**src/rtl/snn_pkg.sv**
```systemverilog
package snn_pkg;

    typedef enum logic [1:0] {
        ST_IDLE = 2'd0,
        ST_ROW  = 2'd1,
        ST_FIRE = 2'd2,
        ST_EMIT = 2'd3
    } core_state_e;

    typedef enum logic [1:0] {
        CFG_ROW    = 2'd0,
        CFG_WEIGHT = 2'd1,
        CFG_LEAK   = 2'd2,
        CFG_THRESH = 2'd3
    } cfg_sel_e;

    function automatic int max_int(input int a, input int b);
        return (a > b) ? a : b;
    endfunction

endpackage

```
**src/rtl/snn_crossbar.sv**
```systemverilog
module snn_crossbar #(
    parameter int NUM_AXONS   = 16,
    parameter int NUM_NEURONS = 8,
    parameter int AXON_W      = 4
) (
    input  logic                   clk,
    input  logic                   rst,
    input  logic                   wr_en,
    input  logic [AXON_W-1:0]      wr_addr,
    input  logic [NUM_NEURONS-1:0] wr_row,
    input  logic [AXON_W-1:0]      rd_addr,
    output logic [NUM_NEURONS-1:0] rd_row
);

    logic [NUM_NEURONS-1:0] rows [NUM_AXONS];

    for (genvar r = 0; r < NUM_AXONS; r++) begin : g_row
        always_ff @(posedge clk) begin
            if (rst) begin
                rows[r] <= '0;
            end else if (wr_en && (wr_addr == AXON_W'(r))) begin
                rows[r] <= wr_row;
            end
        end
    end

    assign rd_row = rows[rd_addr];

endmodule

```
**src/rtl/snn_neuron.sv**
```systemverilog
module snn_neuron #(
    parameter int POT_W = 12
) (
    input  logic             clk,
    input  logic             rst,
    input  logic [POT_W-1:0] cfg_val,
    input  logic             wgt_we,
    input  logic             leak_we,
    input  logic             thr_we,
    input  logic             syn_hit,
    input  logic             fire_en,
    output logic             fire
);

    localparam logic signed [POT_W-1:0] POT_MAX = {1'b0, {(POT_W-1){1'b1}}};
    localparam logic signed [POT_W-1:0] POT_MIN = {1'b1, {(POT_W-1){1'b0}}};

    logic signed [POT_W-1:0] pot, wgt, leak, thr;
    logic signed [POT_W-1:0] leaked, charged;

    function automatic logic signed [POT_W-1:0] sat_add(
        input logic signed [POT_W-1:0] a,
        input logic signed [POT_W-1:0] b
    );
        logic signed [POT_W:0] s;
        s = {a[POT_W-1], a} + {b[POT_W-1], b};
        if (s[POT_W] != s[POT_W-1]) begin
            return s[POT_W] ? POT_MIN : POT_MAX;
        end
        return s[POT_W-1:0];
    endfunction

    always_comb begin
        leaked  = sat_add(pot, leak);
        charged = sat_add(pot, wgt);
        fire    = fire_en && (leaked > thr);
    end

    always_ff @(posedge clk) begin
        if (rst) begin
            pot  <= '0;
            wgt  <= '0;
            leak <= '0;
            thr  <= '0;
        end else begin
            if (wgt_we)  wgt  <= cfg_val;
            if (leak_we) leak <= cfg_val;
            if (thr_we)  thr  <= cfg_val;
            if (fire_en) begin
                pot <= fire ? '0 : leaked;
            end else if (syn_hit) begin
                pot <= charged;
            end
        end
    end

    // a fired neuron holds exactly zero afterwards
    assert_fire_resets_R4: assert property (@(posedge clk) disable iff (rst)
        fire |=> (pot == '0));

    // a positive input at the ceiling keeps the potential at the ceiling
    assert_pos_clamp_R3: assert property (@(posedge clk) disable iff (rst)
        (syn_hit && !fire_en && (pot == POT_MAX) && (wgt > 0) && !wgt_we) |=> (pot == POT_MAX));

endmodule

```
**src/rtl/snn_spike_encoder.sv**
```systemverilog
module snn_spike_encoder #(
    parameter int NUM_NEURONS = 8,
    parameter int NEURON_W    = 3
) (
    input  logic                   clk,
    input  logic                   rst,
    input  logic                   load,
    input  logic [NUM_NEURONS-1:0] load_mask,
    input  logic                   out_ready,
    output logic                   out_valid,
    output logic [NEURON_W-1:0]    out_idx
);

    logic [NUM_NEURONS-1:0] mask;
    logic [NUM_NEURONS-1:0] clr_vec;

    always_comb begin
        out_idx = '0;
        for (int i = NUM_NEURONS - 1; i >= 0; i--) begin
            if (mask[i]) out_idx = NEURON_W'(i);
        end
        clr_vec = '0;
        clr_vec[out_idx] = 1'b1;
        out_valid = |mask;
    end

    always_ff @(posedge clk) begin
        if (rst) begin
            mask <= '0;
        end else if (load) begin
            mask <= load_mask;
        end else if (out_valid && out_ready) begin
            mask <= mask & ~clr_vec;
        end
    end

    // index held steady under backpressure
    assert_hold_R5: assert property (@(posedge clk) disable iff (rst)
        (out_valid && !out_ready && !load) |=> (out_valid && $stable(out_idx)));

    // successive indices strictly ascend
    assert_ascending_R5: assert property (@(posedge clk) disable iff (rst)
        (out_valid && out_ready && !load) |=> (!out_valid || (out_idx > $past(out_idx))));

endmodule

```
**src/rtl/spike_core.sv**
```systemverilog
module spike_core
    import snn_pkg::*;
#(
    parameter int NUM_AXONS   = 16,
    parameter int NUM_NEURONS = 8,
    parameter int POT_W       = 12,
    localparam int AXON_W     = $clog2(NUM_AXONS),
    localparam int NEURON_W   = $clog2(NUM_NEURONS),
    localparam int ADDR_W     = max_int(AXON_W, NEURON_W),
    localparam int CFG_W      = max_int(NUM_NEURONS, POT_W)
) (
    input  logic                clk,
    input  logic                rst,
    input  logic                cfg_we,
    input  logic [1:0]          cfg_sel,
    input  logic [ADDR_W-1:0]   cfg_addr,
    input  logic [CFG_W-1:0]    cfg_data,
    input  logic                in_valid,
    output logic                in_ready,
    input  logic [AXON_W-1:0]   in_axon,
    input  logic                tick,
    output logic                out_valid,
    input  logic                out_ready,
    output logic [NEURON_W-1:0] out_neuron
);

    core_state_e            state;
    logic                   tick_pend;
    logic [AXON_W-1:0]      axon_q;
    logic [NUM_NEURONS-1:0] row_bits;
    logic [NUM_NEURONS-1:0] fire_vec;
    logic                   cfg_ok;
    cfg_sel_e               sel;
    logic                   row_en, fire_en;

    assign sel      = cfg_sel_e'(cfg_sel);
    assign cfg_ok   = cfg_we && (state == ST_IDLE);
    assign row_en   = (state == ST_ROW);
    assign fire_en  = (state == ST_FIRE);
    assign in_ready = (state == ST_IDLE) && !tick && !tick_pend;

    always_ff @(posedge clk) begin
        if (rst) begin
            state     <= ST_IDLE;
            tick_pend <= 1'b0;
            axon_q    <= '0;
        end else begin
            case (state)
                ST_IDLE: begin
                    if (tick || tick_pend) begin
                        state     <= ST_FIRE;
                        tick_pend <= 1'b0;
                    end else if (in_valid) begin
                        axon_q <= in_axon;
                        state  <= ST_ROW;
                    end
                end
                ST_ROW: begin
                    state <= ST_IDLE;
                    if (tick) tick_pend <= 1'b1;
                end
                ST_FIRE: begin
                    state <= (|fire_vec) ? ST_EMIT : ST_IDLE;
                    if (tick) tick_pend <= 1'b1;
                end
                default: begin
                    if (!out_valid) state <= ST_IDLE;
                    if (tick) tick_pend <= 1'b1;
                end
            endcase
        end
    end

    snn_crossbar #(
        .NUM_AXONS   (NUM_AXONS),
        .NUM_NEURONS (NUM_NEURONS),
        .AXON_W      (AXON_W)
    ) xbar_i (
        .clk     (clk),
        .rst     (rst),
        .wr_en   (cfg_ok && (sel == CFG_ROW)),
        .wr_addr (cfg_addr[AXON_W-1:0]),
        .wr_row  (cfg_data[NUM_NEURONS-1:0]),
        .rd_addr (axon_q),
        .rd_row  (row_bits)
    );

    for (genvar j = 0; j < NUM_NEURONS; j++) begin : g_neuron
        logic addr_hit;
        assign addr_hit = cfg_ok && (cfg_addr == ADDR_W'(j));
        snn_neuron #(.POT_W(POT_W)) neuron_i (
            .clk     (clk),
            .rst     (rst),
            .cfg_val (cfg_data[POT_W-1:0]),
            .wgt_we  (addr_hit && (sel == CFG_WEIGHT)),
            .leak_we (addr_hit && (sel == CFG_LEAK)),
            .thr_we  (addr_hit && (sel == CFG_THRESH)),
            .syn_hit (row_en && row_bits[j]),
            .fire_en (fire_en),
            .fire    (fire_vec[j])
        );
    end

    snn_spike_encoder #(
        .NUM_NEURONS (NUM_NEURONS),
        .NEURON_W    (NEURON_W)
    ) enc_i (
        .clk       (clk),
        .rst       (rst),
        .load      (fire_en),
        .load_mask (fire_vec),
        .out_ready (out_ready),
        .out_valid (out_valid),
        .out_idx   (out_neuron)
    );

    // no input accepted while spikes drain
    assert_no_input_while_emit_R6: assert property (@(posedge clk) disable iff (rst)
        out_valid |-> !in_ready);

    // an accepted event blocks the channel for the row cycle
    assert_row_cycle_R2: assert property (@(posedge clk) disable iff (rst)
        (in_valid && in_ready) |=> !in_ready);

    // a tick seen during a row cycle leads to a fire phase two cycles on
    assert_tick_deferred_R7: assert property (@(posedge clk) disable iff (rst)
        (row_en && tick) |=> ##1 fire_en);

endmodule

```
**config.mk**
```make
export PLATFORM = sky130hd
export DESIGN_NAME = spike_core
export DESIGN_NICKNAME = d
export VERILOG_FILES = /design/src/rtl/snn_pkg.sv /design/src/rtl/snn_crossbar.sv /design/src/rtl/snn_neuron.sv /design/src/rtl/snn_spike_encoder.sv /design/src/rtl/spike_core.sv
export SDC_FILE = /design/constraint.sdc
export NUM_CORES = 2
export LEC_CHECK = 0
export ABC_CLOCK_PERIOD_IN_PS = 6200
export BUFFER_PORTS_ARGS = -buffer_cell sky130_fd_sc_hd__buf_2
export CORE_MARGIN = 8
export CORE_UTILIZATION = 55
export CTS_CLUSTER_DIAMETER = 100
export DETAILED_ROUTE_END_ITERATION = 16
export GPL_ROUTABILITY_DRIVEN = 0
export PLACE_DENSITY = 0.71
export REMOVE_ABC_BUFFERS = 1
export SETUP_SLACK_MARGIN = 0.3
export SLEW_MARGIN = 20
export SYNTH_ARGS = -nofsm -noshare
export SYNTH_HDL_FRONTEND = slang
export SYNTH_HIERARCHICAL = 1
export SYNTH_SLANG_ARGS = --single-unit
```
**constraint.sdc**
```tcl
create_clock -name clk -period 6.2 [get_ports clk]
set_input_delay 0.93 -clock clk [delete_from_list [all_inputs] [get_ports clk]]
set_output_delay 0.93 -clock clk [all_outputs]
set_load 0.01 [all_outputs]
```
======== Word level (Yosys, flattened, before mapping) ========
Memory sizes are Yosys's and may differ from the RTL's. A register that Yosys moved wholly into a read port is not among the register bits.
Cells that the tools add are included.
word-level totals
  register bits after elaboration ......... 399
  RAM bits ................................ 128
  logic and storage cells ................. 388
  memories kept ........................... 1
cells by class
  add/sub/neg operators ................... 16
  order comparisons ....................... 10
  equal/unequal tests ..................... 39
  mux-type cells .......................... 176
  bitwise gates (word level) .............. 19
  reduce and logical (&&, ||, !) cells .... 91
memories
  name         depth  width  rd ports  clocked after Yosys merged registers in  write ports  line                source
  xbar_i.rows  16     8      1         1                                        16           snn_crossbar.sv:15  logic [NUM_NEURONS-1:0] rows [NUM_AXONS];
operators by type and width
  operator              count
  $mux W12              72
  $add A12 B12 Y13      16
  $mux W8               18
  $gt A12 B12 Y1        8
  $logic_and A1 B1 Y1   70
  $mux W1               70
  $eq A4 B4 Y1 const B  8
  $mux W3               8
  $reduce_bool A2 Y1    10
  $eq A4 B3 Y1 const B  4
  $ne A1 B1 Y1          16
  $or A1 B1 Y1          16
  $reduce_or A8 Y1      2
  $and A8 B8 Y8         1
  $eq A4 B2 Y1 const B  2
  $mux W2               4
  $mux W4               2
  $not A8 Y8            1
  $eq A2 B2 Y1 const B  3
  $pmux W2 S3           1
  $eq A2 B1 Y1 const B  2
  $eq A4 B1 Y1 const B  1
  $logic_not A2 Y1      2
  $logic_not A4 Y1      1
  other kinds (11)      13

======== Longest topological paths before layout ========
  depth in word-level cells ............... 16
  mapped depth ............................ 20
  depth with buffers taken out ............ 19

======== Hierarchy ========
The synthesis kept the hierarchy.
by module, submodules not included
  module                                 times used  cells an instance  area each (um^2)  sequential area each (um^2)
  snn_neuron (g_neuron[5].neuron_i ...)  3           400                3,427.0           960.9
  snn_neuron (g_neuron[2].neuron_i ...)  3           402                3,417.0           960.9
  snn_crossbar                           1           384                5,915.7           3,843.7
  snn_neuron (g_neuron[0].neuron_i)      1           408                3,465.8           960.9
  snn_neuron (g_neuron[1].neuron_i)      1           408                3,424.5           960.9
  spike_core                             1           85                 545.5             140.1
  snn_spike_encoder                      1           51                 416.6             160.2

======== Worst setup path before layout ========
Ideal clock, no wire load.
  path kind ............................... flip-flop to flip-flop
  start point ............................. register g_neuron[1].neuron_i.pot[0]
  end point ............................... register state[0]
  setup time .............................. 0.128 ns
  data arrival time ....................... 4.337 ns
  data required time ...................... 6.072 ns
  slack ................................... 1.735 ns
  cell stages (with the launch flop) ...... 20
  clock period less this slack ............ 4.465 ns
  cell sequence ........................... dfxtp_1 -> ha_1 -> fa_1 -> a211oi_1 -> o31ai_2 -> o21ai_0 -> o21ai_1 -> a31o_2 -> buf_2 -> buf_4 -> nor2_1 -> nor2_1 -> ha_1 -> a21o_1 -> a2111oi_0 -> a31oi_1 -> and2_1 -> or4_1 -> o21ai_0 -> a31oi_1
between the ends
  cells in the longest elaborated chain, start to end .. 9
RTL lines
  element                                          line                                source
  from (decl)                                      snn_neuron.sv:18                    logic signed [POT_W-1:0] pot, wgt, leak, thr;
  from (signal assigned)                           snn_neuron.sv:50                    pot <= fire ? '0 : leaked;
  from (signal assigned)                           snn_neuron.sv:52                    pot <= charged;
  $add A12 B12 Y13 *                               snn_neuron.sv:26                    s = {a[POT_W-1], a} + {b[POT_W-1], b};
  $mux W12 / $ne A1 B1 Y1 (equally long branches)  snn_neuron.sv:28, snn_neuron.sv:27
  $mux W12 / $mux W1 (equally long branches)       snn_neuron.sv:27                    if (s[POT_W] != s[POT_W-1]) begin
  $mux W12 *                                       snn_neuron.sv:30                    return s[POT_W-1:0];
  $gt A12 B12 Y1 *                                 snn_neuron.sv:36                    fire = fire_en && (leaked > thr);
  $logic_and A1 B1 Y1 *                            snn_neuron.sv:36
  named net fire_vec[1]                            spike_core.sv:31                    logic [NUM_NEURONS-1:0] fire_vec;
  $reduce_or A8 Y1 *                               spike_core.sv:63                    state <= (|fire_vec) ? ST_EMIT : ST_IDLE;
  $mux W2 *                                        spike_core.sv:63
  $pmux W2 S3 *                                    spike_core.sv:48                    case (state)
  to (signal assigned)                             spike_core.sv:63
  to (decl)                                        spike_core.sv:27                    core_state_e state;
The timed path passes the listed nets; every way through them passes the cells marked *. The select of a mux whose other input is x is not followed.
A chain may end at the register's enable or synchronous reset.

======== Final worst setup path ========
  start point ............................. register g_neuron[2].neuron_i.pot[0]
  end point ............................... register state[1]
between the ends
  cells in the longest elaborated chain, start to end .. 9
RTL lines
  element                                          line
  from (decl)                                      snn_neuron.sv:18
  from (signal assigned)                           snn_neuron.sv:50
  from (signal assigned)                           snn_neuron.sv:52
  $add A12 B12 Y13 *                               snn_neuron.sv:26
  $mux W12 / $ne A1 B1 Y1 (equally long branches)  snn_neuron.sv:28, snn_neuron.sv:27
  $mux W12 / $mux W1 (equally long branches)       snn_neuron.sv:27
  $mux W12 *                                       snn_neuron.sv:30
  $gt A12 B12 Y1 *                                 snn_neuron.sv:36
  $logic_and A1 B1 Y1 *                            snn_neuron.sv:36
  named net fire_vec[2]                            spike_core.sv:31
  $reduce_or A8 Y1 *                               spike_core.sv:63
  $mux W2 *                                        spike_core.sv:63
  $pmux W2 S3 *                                    spike_core.sv:48
Marks and branches as above.

==> impl_metrics.env <==
export IMPL_maxSlewHeadroom_pct=21.76
export IMPL_rsz0062_at_grt="false"
export IMPL_r2r_cells=19
export IMPL_grt_pass1_wl_um=140700
export IMPL_via_count=27630
export IMPL_ctsHoldBuffers=0
export IMPL_setup_tns_ns=0
export IMPL_root_buffer="clkbuf_16"
export IMPL_numClockSinks=527
export IMPL_fillCellCount=5510
export IMPL_dp_hpwl_um=60090
export IMPL_cpPeakStageDelay_ns=0.44
export IMPL_yosysWarnings=6
export IMPL_cts_resized=0
export IMPL_cp_start_kind="register"
export IMPL_grt_use_total_pct=24.32
export IMPL_core_mm2=0.06171
export IMPL_setup_viol=0
export IMPL_syn_to_final_growth_pct=8.973
export IMPL_fin_nets=4083
export IMPL_cts_tree="done"
export IMPL_multi_input_area_mm2=0.02121
export IMPL_setup_slack_ns=1.189
export IMPL_synth_compound_area_share_pct=18.96
export IMPL_reg2reg_from="g_neuron[2].neuron_i/pot[0]"
export IMPL_die_y_um=265.7
export IMPL_grt_pass1_vias=26510
export IMPL_cp_cell_sequence="ha_1 > fa_1 > a211oi_1 > o21ai_0 > a21oi_1 > o21ai_1 > nand2_1 > nand2_1 > nor2_1 > nor2_1 > ha_1 > nand3_1 > or3_1 > o221a_2 > o31ai_1 > inv_1 > or4_1 > o21ai_0 > a31oi_1"
export IMPL_ys_seq_area_share_pct=34.49
export IMPL_path_max_fanout=13
export IMPL_critPathCaptureType="register"
export IMPL_post_cts_buffers=0
export IMPL_async_flop_share_pct=0
export IMPL_path_buf_inv=1
export IMPL_die_w_um=265.7
export IMPL_path_depth=19
export IMPL_grt_start_max_net_pins=109
export IMPL_drc=0
export IMPL_skew_ns=0.01219
export IMPL_tightest_slew_ns=1.174
export IMPL_cp_data_required_time_ns=6.70
export IMPL_cts_buffers=58
export IMPL_rr_endpoint="state[1]"
export IMPL_synth_xor_area_share_pct=3.115
export IMPL_ys_seq_elements=527
export IMPL_synth_simple_area_share_pct=17.01
export IMPL_synth_flop_cell="dfxtp_1"
export IMPL_hold_viol=0
export IMPL_postSynthCellCount=3742
export IMPL_drive_gt1_share_pct=8.028
export IMPL_register_area_mm2=0.01183
export IMPL_ant_nets=0
export IMPL_maxCapViolations=0
export IMPL_fin_crit_sh_pct=80.82
export IMPL_ys_types=107
export IMPL_avgRoutedWirePerCell_um=19.13
export IMPL_path_clk_slew_ns=0.06
export IMPL_min_period_ns=5.011
export IMPL_critical_path_class="reg2reg"
export IMPL_via_per_inst=5.957
export IMPL_synth_edf_count=128
export IMPL_synth_top_family_by_area="compound AO/OA/AOI/OAI gates"
export IMPL_syn_area_mm2=0.03430
export IMPL_core_rowCount=91
export IMPL_gr_total_overflow=0
export IMPL_final_common_cell="nor2_1"
export IMPL_synth_mux_area_share_pct=10.94
export IMPL_clk_latency_ns=0.62
export IMPL_leakage_nw=14.68
export IMPL_drt_total_wl_um=88730
export IMPL_ioPinCount=33
export IMPL_critPathCapture="state[1]"
export IMPL_drt_pass1_iterations=6
export IMPL_clock_fmax_mhz=199.6
export IMPL_peakVddDrop_uv=248.6
export IMPL_synth_fa_ha_area_share_pct=11.79
export IMPL_layout_common_cells="nor2_1 (565), dfxtp_1 (398), mux2i_1 (291)"
export IMPL_io_buffers=32
export IMPL_worst_path_max_delay_cell="fa_1"
export IMPL_die_area_mm2=0.07061
export IMPL_worst_ep_arrival_time_ns=5.51
export IMPL_antenna_found_initial=5
export IMPL_dp_slack_ns=1.213
export IMPL_dpl_cell_area_mm2=0.03531
export IMPL_startpoint="g_neuron[2].neuron_i/pot[0]"
export IMPL_hold_class="reg2reg"
export IMPL_avgSynthCellArea_um2=9.166
export IMPL_regToRegSetupSlack_ns=1.19
export IMPL_crit_family="compound AO/OA/AOI/OAI gates"
export IMPL_slew_violations=0
export IMPL_clock_path_buffers=3
export IMPL_status="finished clean"
export IMPL_drt_iter0_drc=1919
export IMPL_final_area_mm2=0.03738
export IMPL_initial_utilization_pct=55.58
export IMPL_p_per_area_mw_per_mm2=333.9
export IMPL_htreeDepth=2
report_power, final:
| group | leakage, nW | total, W | switching (W) | internal [W] |
|---|---|---|---|---|
| combinational | 9.13 | 0.00463 | 0.00275 | 0.00189 |
| sequential | 4.55 | 0.00413 | 0.000324 | 0.00380 |
| clock | 1.00 | 0.00372 | 0.00147 | 0.00225 |
worst register-to-register path, stage by stage (launching register included):
cell      delay [ns]
dfxtp_1         0.33
ha_1            0.23
fa_1            0.44
a211oi_1        0.34
o21ai_0         0.14
a21oi_1         0.28
o21ai_1         0.27
nand2_1         0.17
nand2_1         0.28
nor2_1          0.19
nor2_1          0.06
ha_1            0.29
nand3_1         0.08
or3_1           0.42
o221a_2         0.26
o31ai_1         0.13
inv_1           0.19
or4_1           0.42
o21ai_0         0.25
a31oi_1         0.12
cell type report:
| cell class | count | share of cell area [%] |
|---|---|---|
| sequential | 527 | 31.66 |
| tap | 837 | 2.802 |
| clock buffer | 77 | 4.419 |
| timing repair buffer | 74 | 1.299 |
| clock inverter | 31 | 1.091 |
| multi-input combinational | 2895 | 56.74 |
| inverter | 195 | 1.972 |
| antenna | 3 | 0.02008 |
routing by layer:
layer	track usage (%)	wire [µm]	vias up	share of wire [%]
met5	0	0	-	0
met4	8.353	3123	0	3.5
met3	3.377	4161	182	4.7
met2	40.73	40790	649	46
met1	32.07	40660	13080	46
li1	-	-	13730	-
per-stage QoR:
stage	hold slack (ns)	cells	total power (W)	util, %
2_1_floorplan	0.4604	3617	0.007496	-
3_3_place_gp	0.4726	4528	0.008693	57.22
3_5_place_dp	0.4797	4528	0.008753	57.22
4_1_cts	0.4951	4636	0.01250	60.56
5_1_grt	0.5178	4639	0.01325	60.57
6_report	0.4911	4639	0.01248	60.57
sequential cells by signal, indices dropped and copies added, names as in the netlist:
signal / cells
g_neuron.neuron_i/wgt: 96
state: 2
enc_i/mask: 8
g_neuron.neuron_i/leak: 96
axon_q: 4
g_neuron.neuron_i/pot: 96
g_neuron.neuron_i/thr: 96
tick_pend: 1
xbar_i/rows: 128
Yosys cell counts (20+ instances only):
| cell type | count | area [µm²] |
|---|---|---|
| nor2_1 | 565 | 2121 |
| dfxtp_1 | 399 | 7988 |
| mux2i_1 | 291 | 2913 |
| ha_1 | 288 | 3603 |
| inv_1 | 194 | 728.2 |
| a21oi_1 | 190 | 950.9 |
| nand2_1 | 169 | 634.4 |
| and2_1 | 155 | 969.7 |
| o21ai_0 | 134 | 670.6 |
| edfxtp_1 | 128 | 3844 |
| o211ai_1 | 99 | 743.2 |
| xnor2_1 | 85 | 744.5 |
| a21o_1 | 54 | 405.4 |
| a311oi_1 | 54 | 473.0 |
| clkbuf_1 | 53 | 198.9 |
| nand3_1 | 53 | 265.3 |
| buf_1 | 49 | 183.9 |
| nand2b_1 | 47 | 294.0 |
| nor2b_1 | 39 | 244.0 |
| xor2_1 | 37 | 324.1 |
| o21a_1 | 35 | 262.8 |
| o21bai_1 | 35 | 262.8 |
| a211oi_1 | 34 | 255.2 |
| mux4_2 | 32 | 720.7 |
| a22oi_1 | 31 | 232.7 |
| a31oi_1 | 30 | 187.7 |
| nand4_1 | 30 | 187.7 |
| or3_1 | 29 | 181.4 |
| o21ai_1 | 27 | 135.1 |
| a211o_1 | 20 | 175.2 |
cells by family (layout without fill, tap and decap cells):
group | after synthesis | in the layout
other cells | 0 | 3
flops | 527 | 527
xor+xnor | 122 | 122
compound gates | 918 | 918
buf+inv | 320 | 377
mux | 333 | 333
simple gates | 1206 | 1206
fa+ha+maj | 316 | 316
how the worst min path moves through the flow:
stage	startpoint	end	depth (start not counted)
after floorplan	g_neuron[0].neuron_i/thr[10]	g_neuron[0].neuron_i/thr[10]	2
after global placement	g_neuron[1].neuron_i/thr[1]	g_neuron[1].neuron_i/thr[1]	2
after detailed placement	g_neuron[2].neuron_i/thr[5]	g_neuron[2].neuron_i/thr[5]	2
after CTS	g_neuron[2].neuron_i/thr[5]	g_neuron[2].neuron_i/thr[5]	2
after global routing	g_neuron[1].neuron_i/leak[4]	g_neuron[1].neuron_i/leak[4]	2
final	g_neuron[4].neuron_i/thr[6]	g_neuron[4].neuron_i/thr[6]	2
Power figures use the tool's default switching activity.
